`config.mk`:
```
export PLATFORM = sky130hd
export DESIGN_NAME = instr_decoder_top
export DESIGN_NICKNAME = d
export VERILOG_FILES = /design/src/rtl/idec_pkg.sv /design/src/rtl/idec_fields.sv /design/src/rtl/idec_category.sv /design/src/rtl/idec_const.sv /design/src/rtl/instr_decoder_top.sv
export SDC_FILE = /design/constraint.sdc
export NUM_CORES = 1
export LEC_CHECK = 0
export BUFFER_PORTS_ARGS = -buffer_cell sky130_fd_sc_hd__buf_4
export CAP_MARGIN = 20
export CORE_MARGIN = 3
export CORE_UTILIZATION = 27
export DETAILED_ROUTE_END_ITERATION = 7
export PLACE_DENSITY = 0.83
export SYNTH_ARGS = -nofsm -noshare
export SYNTH_HDL_FRONTEND = slang
export SYNTH_HIERARCHICAL = 1
export SYNTH_SLANG_ARGS = --single-unit
```
`constraint.sdc`:
```
create_clock -name vclk -period 0.8
set_input_delay 0.04 -clock vclk [all_inputs]
set_output_delay 0.04 -clock vclk [all_outputs]
set_load 0.02 [all_outputs]
```
`src/rtl/idec_pkg.sv`:
```
// Package idec_pkg
// Shared widths, category codes and the control-word type for the
// instruction decoder. Assumes a fixed 16-bit, three-format encoding.
package idec_pkg;

    localparam int INSTR_W = 16;
    localparam int CAT_W   = 3;
    localparam int SUB_W   = 4;
    localparam int REG_W   = 3;
    localparam int OFF_W   = 2 * REG_W;

    localparam logic [SUB_W-1:0] FS_PASS = 4'b0000;

    typedef enum logic [CAT_W-1:0] {
        CAT_REG_ALU = 3'b000,
        CAT_IMM_ALU = 3'b001,
        CAT_LOAD    = 3'b010,
        CAT_STORE   = 3'b011,
        CAT_BRANCH  = 3'b100,
        CAT_JUMP    = 3'b101,
        CAT_NOP6    = 3'b110,
        CAT_NOP7    = 3'b111
    } cat_e;

    // Fields common to all three formats
    typedef struct packed {
        logic [CAT_W-1:0] cat;
        logic [SUB_W-1:0] sub;
        logic [REG_W-1:0] hi;   // destination or upper offset
        logic [REG_W-1:0] mid;  // source A
        logic [REG_W-1:0] lo;   // source B, constant or lower offset
    } fields_t;

    // Per-category strobes and selectors
    typedef struct packed {
        logic wr;
        logic mw;
        logic md;
        logic mb;
        logic alu;
        logic br;
        logic jp;
    } cat_flags_t;

endpackage

```
`src/rtl/idec_fields.sv`:
```
// Module idec_fields
// Cuts the instruction word into its shared fields. Assumes every format
// places the category, sub-operation and three register slots identically.
module idec_fields
    import idec_pkg::*;
(
    input  logic [INSTR_W-1:0] instr_i,
    output fields_t            fields_o
);

    // Slice the word into named fields
    always_comb begin
        fields_o.cat = instr_i[15:13];
        fields_o.sub = instr_i[12:9];
        fields_o.hi  = instr_i[8:6];
        fields_o.mid = instr_i[5:3];
        fields_o.lo  = instr_i[2:0];
    end

endmodule

```
`src/rtl/idec_category.sv`:
```
// Module idec_category
// Maps the 3-bit category onto the strobes and selectors that differ by
// category. Assumes unused categories are no-ops with all flags low.
module idec_category
    import idec_pkg::*;
(
    input  logic [CAT_W-1:0] cat_i,
    output cat_flags_t       flags_o
);

    // One case per category; default leaves every flag low
    always_comb begin
        flags_o = '0;
        unique case (cat_e'(cat_i))
            CAT_REG_ALU: begin
                flags_o.wr  = 1'b1;
                flags_o.alu = 1'b1;
            end
            CAT_IMM_ALU: begin
                flags_o.wr  = 1'b1;
                flags_o.alu = 1'b1;
                flags_o.mb  = 1'b1;
            end
            CAT_LOAD: begin
                flags_o.wr = 1'b1;
                flags_o.md = 1'b1;
            end
            CAT_STORE:  flags_o.mw = 1'b1;
            CAT_BRANCH: flags_o.br = 1'b1;
            CAT_JUMP:   flags_o.jp = 1'b1;
            CAT_NOP6, CAT_NOP7: flags_o = '0;
            default:    flags_o = '0;
        endcase
    end

endmodule

```
`src/rtl/idec_const.sv`:
```
// Module idec_const
// Builds the zero-extended constant operand and the split offset field.
// Assumes DATA_W is at least the constant width.
module idec_const
    import idec_pkg::*;
#(
    parameter int DATA_W = 16
) (
    input  fields_t           fields_i,
    output logic [DATA_W-1:0] const_o,
    output logic [OFF_W-1:0]  off_o
);

    localparam int PAD_W = DATA_W - REG_W;

    // Zero-extend the low slot; width picks the variant
    generate
        if (PAD_W > 0) begin : g_pad
            assign const_o = {{PAD_W{1'b0}}, fields_i.lo};
        end else begin : g_nopad
            assign const_o = fields_i.lo[DATA_W-1:0];
        end
    endgenerate

    // Offset: upper slot above lower slot
    assign off_o = {fields_i.hi, fields_i.lo};

endmodule

```
`src/rtl/instr_decoder_top.sv`:
```
// Module instr_decoder_top
// Combinational decoder from a 16-bit instruction to the datapath control
// word plus branch-side information. Assumes no state; outputs follow the
// input in the same cycle.
module instr_decoder_top
    import idec_pkg::*;
#(
    parameter int DATA_W = 16
) (
    input  logic [15:0]       instr_i,
    output logic              wr_en_o,
    output logic [2:0]        dest_sel_o,
    output logic [2:0]        srca_sel_o,
    output logic [2:0]        srcb_sel_o,
    output logic              use_const_o,
    output logic [3:0]        alu_func_o,
    output logic              mem_wr_o,
    output logic              wb_mem_o,
    output logic [DATA_W-1:0] const_o,
    output logic [2:0]        cat_o,
    output logic [3:0]        cond_o,
    output logic              is_branch_o,
    output logic              is_jump_o,
    output logic [5:0]        target_off_o
);

    fields_t    fld;
    cat_flags_t flg;

    idec_fields u_fields (
        .instr_i  (instr_i),
        .fields_o (fld)
    );

    idec_category u_cat (
        .cat_i   (fld.cat),
        .flags_o (flg)
    );

    idec_const #(.DATA_W(DATA_W)) u_const (
        .fields_i (fld),
        .const_o  (const_o),
        .off_o    (target_off_o)
    );

    // Register selects come straight from the fixed slots
    always_comb begin
        dest_sel_o = fld.hi;
        srca_sel_o = fld.mid;
        srcb_sel_o = fld.lo;
        cat_o      = fld.cat;
    end

    // Strobes and selectors from the category flags
    always_comb begin
        wr_en_o     = flg.wr;
        mem_wr_o    = flg.mw;
        wb_mem_o    = flg.md;
        use_const_o = flg.mb;
        is_branch_o = flg.br;
        is_jump_o   = flg.jp;
    end

    // Function code: sub-op for ALU categories, pass-through elsewhere
    always_comb begin
        alu_func_o = flg.alu ? fld.sub : FS_PASS;
        cond_o     = flg.br  ? fld.sub : '0;
    end

    // Category ownership checks on the outputs
    always_comb begin
        assert_wr_cat_R3: assert (!wr_en_o || instr_i[15:13] <= 3'b010)
            else $error("write strobe outside write categories");
        assert_mw_store_R7: assert (!mem_wr_o || instr_i[15:13] == 3'b011)
            else $error("memory write outside store");
        assert_md_load_R6: assert (!wb_mem_o || instr_i[15:13] == 3'b010)
            else $error("memory writeback outside load");
        assert_mb_imm_R5: assert (!use_const_o || instr_i[15:13] == 3'b001)
            else $error("constant select outside immediate");
        assert_fs_code_R4: assert (alu_func_o == FS_PASS || alu_func_o == instr_i[12:9])
            else $error("function code not sub-op or pass");
        assert_flow_excl_R9: assert ($onehot0({is_branch_o, is_jump_o}))
            else $error("branch and jump both set");
        assert_nop_quiet_R10: assert (instr_i[15:14] != 2'b11 ||
                                      !(wr_en_o || mem_wr_o || is_branch_o || is_jump_o))
            else $error("no-op category has side effects");
        assert_const_ext_R5: assert ((const_o >> 3) == '0)
            else $error("constant not zero-extended");
    end

endmodule

```
Yosys cells after proc, flatten, opt, wreduce, memory -nomap -nowiden
Cells that the tools add are included.
{"block": "totals", "register_bits": 0, "out_inout_bits": 48, "word_cells": 17}
{"block": "classes", "eq_ne": 5, "mux": 9, "reduce_logical": 3}
{"operator": "$mux 4", "n": 2}
{"operator": "$mux 1", "n": 7}
{"operator": "$eq 3x2->1 const B", "n": 2}
{"operator": "$eq 3x3->1 const B", "n": 2}
{"operator": "$eq 3x1->1 const B", "n": 1}
{"operator": "$logic_not 3->1", "n": 1}
{"operator": "$reduce_or 3->1", "n": 1}
{"operator": "$reduce_or 2->1", "n": 1}

Depth between registers and ports, before layout
{"block": "logic_depth", "word_depth": 4, "mapped_depth": 3, "ltp_nobuf": 2}

Hierarchy
Netlist, hierarchy kept.
{"module": "idec_const", "n_inst": 1, "cells_per_inst": 23, "area_each_um2": 168.9, "seq_area_each_um2": 0.0}
{"module": "idec_fields", "n_inst": 1, "cells_per_inst": 16, "area_each_um2": 120.1, "seq_area_each_um2": 0.0}
{"module": "idec_category", "n_inst": 1, "cells_per_inst": 7, "area_each_um2": 51.3, "seq_area_each_um2": 0.0}
{"module": "instr_decoder_top", "n_inst": 1, "cells_per_inst": 8, "area_each_um2": 50.0, "seq_area_each_um2": 0.0}

Worst setup path after synthesis
OpenSTA, ideal clock, no wires.
{"block": "synth_path", "kind": "in2out", "startpoint": "input port instr_i[13]", "endpoint": "output port cond_o[0]", "t_arrival_ns": 1.211, "slack_ns": -0.451, "stages": 3, "path_buffers": 1, "path_cell_list": "buf_4 nor3b_1 and2_1"}
{"block": "synth_between", "elab_chain_cells": 3}
{"element": "start: declaration", "line_no": "instr_decoder_top.sv:10", "text": "input logic [15:0] instr_i,"}
{"element": "$eq 3x3->1", "line_no": "idec_category.sv:14", "text": "unique case (cat_e'(cat_i))"}
{"element": "$mux 1", "line_no": "idec_category.sv:14"}
{"element": "named net is_branch_o", "line_no": "instr_decoder_top.sv:22", "text": "output logic is_branch_o,"}
{"element": "$mux 4", "line_no": "instr_decoder_top.sv:67", "text": "cond_o = flg.br ? fld.sub : '0;"}
{"element": "end: declaration", "line_no": "instr_decoder_top.sv:21", "text": "output logic [3:0] cond_o,"}
The timed path passes the listed nets, and every way through them passes these cells.

Worst setup path after layout
{"block": "layout_path", "startpoint": "input port instr_i[14]", "endpoint": "output port cond_o[0]"}
{"block": "layout_between", "elab_chain_cells": 3}
{"element": "$eq 3x3->1", "line_no": "idec_category.sv:14"}
{"element": "$mux 1", "line_no": "idec_category.sv:14"}
{"element": "$mux 4", "line_no": "instr_decoder_top.sv:67"}
No other way between the ends.

==> tab_implementation.tex <==
\begin{tabular}{lr}
\hline
Metric & Value \\
\hline
\multicolumn{2}{l}{\textbf{Run status}} \\
Result of the run & finished, final reports clean \\
\multicolumn{2}{l}{\textbf{Placement}} \\
DP Worst Slack & -4.669 ps \\
GP Congestion & 0.6616 \\
Count of input and output buffers & 24 \\
Cell count after placement & 70 \\
Placed wire-length estimate & slightly above 600 um \\
\multicolumn{2}{l}{\textbf{Timing}} \\
Final Max Tran Viols & 0 \\
Number of setup violations in the final report & 0 \\
Fin Hold WS & 80.01 ps \\
Peak Freq & 1.353 GHz \\
Final hold vios & 0 \\
Tmin final & 739.0 ps \\
Unrepaired setup endpoints after global routing & no \\
Worst Slack Setup Final & slightly above 60 ps \\
Final cycle utilization of the critical path & 92.38\% \\
\multicolumn{2}{l}{\textbf{Layout}} \\
Share of post-route cells with drive strength above 1 & roughly three fifths \\
Count of nets after finishing & 73 \\
Combined area of the multi-input logic cells & 171.4 um2 \\
Area growth from synthesis to layout & 6.410\% \\
Number of sequential storage elements & 0 \\
Clock buffer count & 0 \\
Post-route insts no fill & 70 \\
Antenna Cells & 0 \\
Register cell area after layout & 0 um2 \\
Fill cell instance count of the final layout & about 150 \\
\multicolumn{2}{l}{\textbf{Synthesis}} \\
Count of synthesis-stage warnings from yosys & 6 \\
Count of mapped cells out of synthesis & 54 \\
Portion of the post-synthesis area used by sequential elements & 0\% \\
Proportion of synthesized area in mux cells & 0\% \\
Top-area cell type share of the netlist area & 73.08\% \\
Main combinational cell family by area after synthesis & buffers and inverters \\
Cell types occupying the most area after synthesis & buf\_4 (73\%), and2\_1 (13\%), nor3b\_1 (5.8\%), and3b\_2 (5.1\%), a21oi\_1 (1.3\%) \\
Post-synthesis instance area & 390.4 um2 \\
Adder-cell share of the synthesized area & 0\% \\
Synth unique cells & 7 \\
Cell type with the largest total area after synthesis & buf\_4 \\
Parity-gate share of the synthesized area counting xor and xnor cells & 0\% \\
Leading cell type by number of instances after synthesis & buf\_4 \\
Average instance area after synthesis & just over 7 um2 \\
Most common library cells after synthesis & buf\_4 (38), and2\_1 (8), nor3b\_1 (3) \\
Synthesized-area fraction occupied by ao, oa, aoi and oai cells & 1.282\% \\
Simple-Gate Fraction of Synth Area & 24.68\% \\
\multicolumn{2}{l}{\textbf{Power and ir drop}} \\
Largest vdd supply drop & 0.0001513 V \\
Standby leakage power & between 0.2 and 0.25 nW \\
Power Density & 594.5 mW/mm2 \\
\multicolumn{2}{l}{\textbf{Route}} \\
WL per Instance & 9.057 um \\
Via count & 261 \\
Routed wire length & 634 um \\
Detailed router's first-iteration violation count & 0 \\
Post-detailed-route count of antenna-violating nets & 0 \\
\# DRC & 0 \\
Avg Vias per Cell & 3.729 \\
Iteration count of the initial detailed-routing pass & 1 \\
\multicolumn{2}{l}{\textbf{Worst setup path}} \\
Category of the worst setup path launch point & input port \\
Slowest cell on crit path & nor3b\_4 \\
Stages on worst setup path & 4 \\
Endpoint class of the critical path & output port \\
Timing endpoint of the critical path & cond\_o[0] \\
Sequence of cells on the critical path & buf\_8, nor3b\_4, and2\_4, buf\_4 \\
Crit Path Class & in2out \\
Origin of the worst setup path & instr\_i[14] \\
Worst Path Required & 760 ps \\
Family of cells with the greatest summed delay on the critical path & simple AND/OR/NAND/NOR gates \\
WP data arrival & roughly 700 ps \\
CP max FO & 5 \\
Critical Path Max Stage Delay & $\sim$250 ps \\
Worst path bufs/invs & 2 \\
\multicolumn{2}{l}{\textbf{Clock network}} \\
Number of buffers added to fix hold violations after cts & 0 \\
\multicolumn{2}{l}{\textbf{Run}} \\
Number of maximum-capacitance violations & 0 \\
\multicolumn{2}{l}{\textbf{Floorplan}} \\
Die area & 0.001938 mm2 \\
Boundary Pins & 64 \\
Die outline width & 44.03 um \\
Initial cell density of the core & 29.27\% \\
Die Ht & 44.03 um \\
FP Rows & 13 \\
Placeable Area & 0.001334 mm2 \\
\multicolumn{2}{l}{\textbf{GRT}} \\
Initial antenna violation count & 0 \\
Gr ovfl total & 0 \\
Global Route Usage Sum & 5.912\% \\
Largest net degree at the start of global routing & 7 \\
Global-route wire length before repair & between 900 and 1000 um \\
Number of global-route vias before repair & 222 \\
\multicolumn{2}{l}{\textbf{Hold path}} \\
Worst hold path type & in2out \\
Cell count of the worst hold path & 0 \\
\hline
\end{tabular}
[layout make-up]
type                       instances  share of cell area, %
multi-input combinational         28                  41.27
timing repair buffer              27                  54.22
tap                               15                  4.518
[per-stage QoR]
| step | util, % | setup TNS [ps] | total power [mW] | area (um2) |
|---|---|---|---|---|
| finish | 31.14 | 0 | 0.2470 | 415.4 |
| floorplan | - | -24.56 | 0.3621 | 476.7 |
| global placement | 29.46 | 0 | 0.2365 | 392.9 |
| global route | 31.14 | 0 | 0.2653 | 415.4 |
| CTS | 29.46 | 0 | 0.2403 | 392.9 |
| detailed placement | 29.46 | -4.680 | 0.2400 | 392.9 |
[routing by layer]
layer	global-route usage (%)	vias to the layer above	wire length, um
met5	0	-	0
met4	0.6024	0	4
met3	1.220	2	165
met2	11.34	31	302
met1	6.829	110	162
li1	-	118	-
[kinds of logic after synthesis]
kind of cell | count (synthesis)
buffers and inverters | 38
and+or+nand+nor | 14
AOI/OAI and AO/OA | 1
other | 1
[worst min-delay path by stage]
| stage | start | end | slack (ps) |
|---|---|---|---|
| 2_1_floorplan | instr_i[14] | cat_o[1] | 180 |
| 6_report | instr_i[4] | srca_sel_o[1] | 80 |
| 5_1_grt | instr_i[4] | srca_sel_o[1] | 80 |
| 3_5_place_dp | instr_i[5] | srca_sel_o[2] | 80 |
| 4_1_cts | instr_i[5] | srca_sel_o[2] | 80 |
| 3_3_place_gp | instr_i[5] | srca_sel_o[2] | 80 |
[cells in the final DEF (no fill, tap or decap), drive strengths merged]
| cell | Yosys | final |
|---|---|---|
| conb | 1 | 13 |
| buf | 38 | 27 |
| and3b | 2 | 2 |
| nor3b | 3 | 3 |
| nor2 | 1 | 1 |
| and2 | 8 | 8 |
| a21oi | 1 | 1 |
[power by group]
group | total [mW] | switching [mW] | leakage (nW) | internal, mW
combinational | 0.247 | 0.144 | 0.239 | 0.103
clock | 0 | 0 | 0 | 0
sequential | 0 | 0 | 0 | 0
[what timing repair did]
| action | CTS | global route |
|---|---|---|
| gates resized for setup | 0 | 6 |
| pin swaps | 1 | 4 |
| endpoints found under the setup margin | 1 | 4 |
| setup buffers | 0 | 0 |
| endpoints found under the hold margin | 0 | 0 |
(Power assumes the default switching activity.)
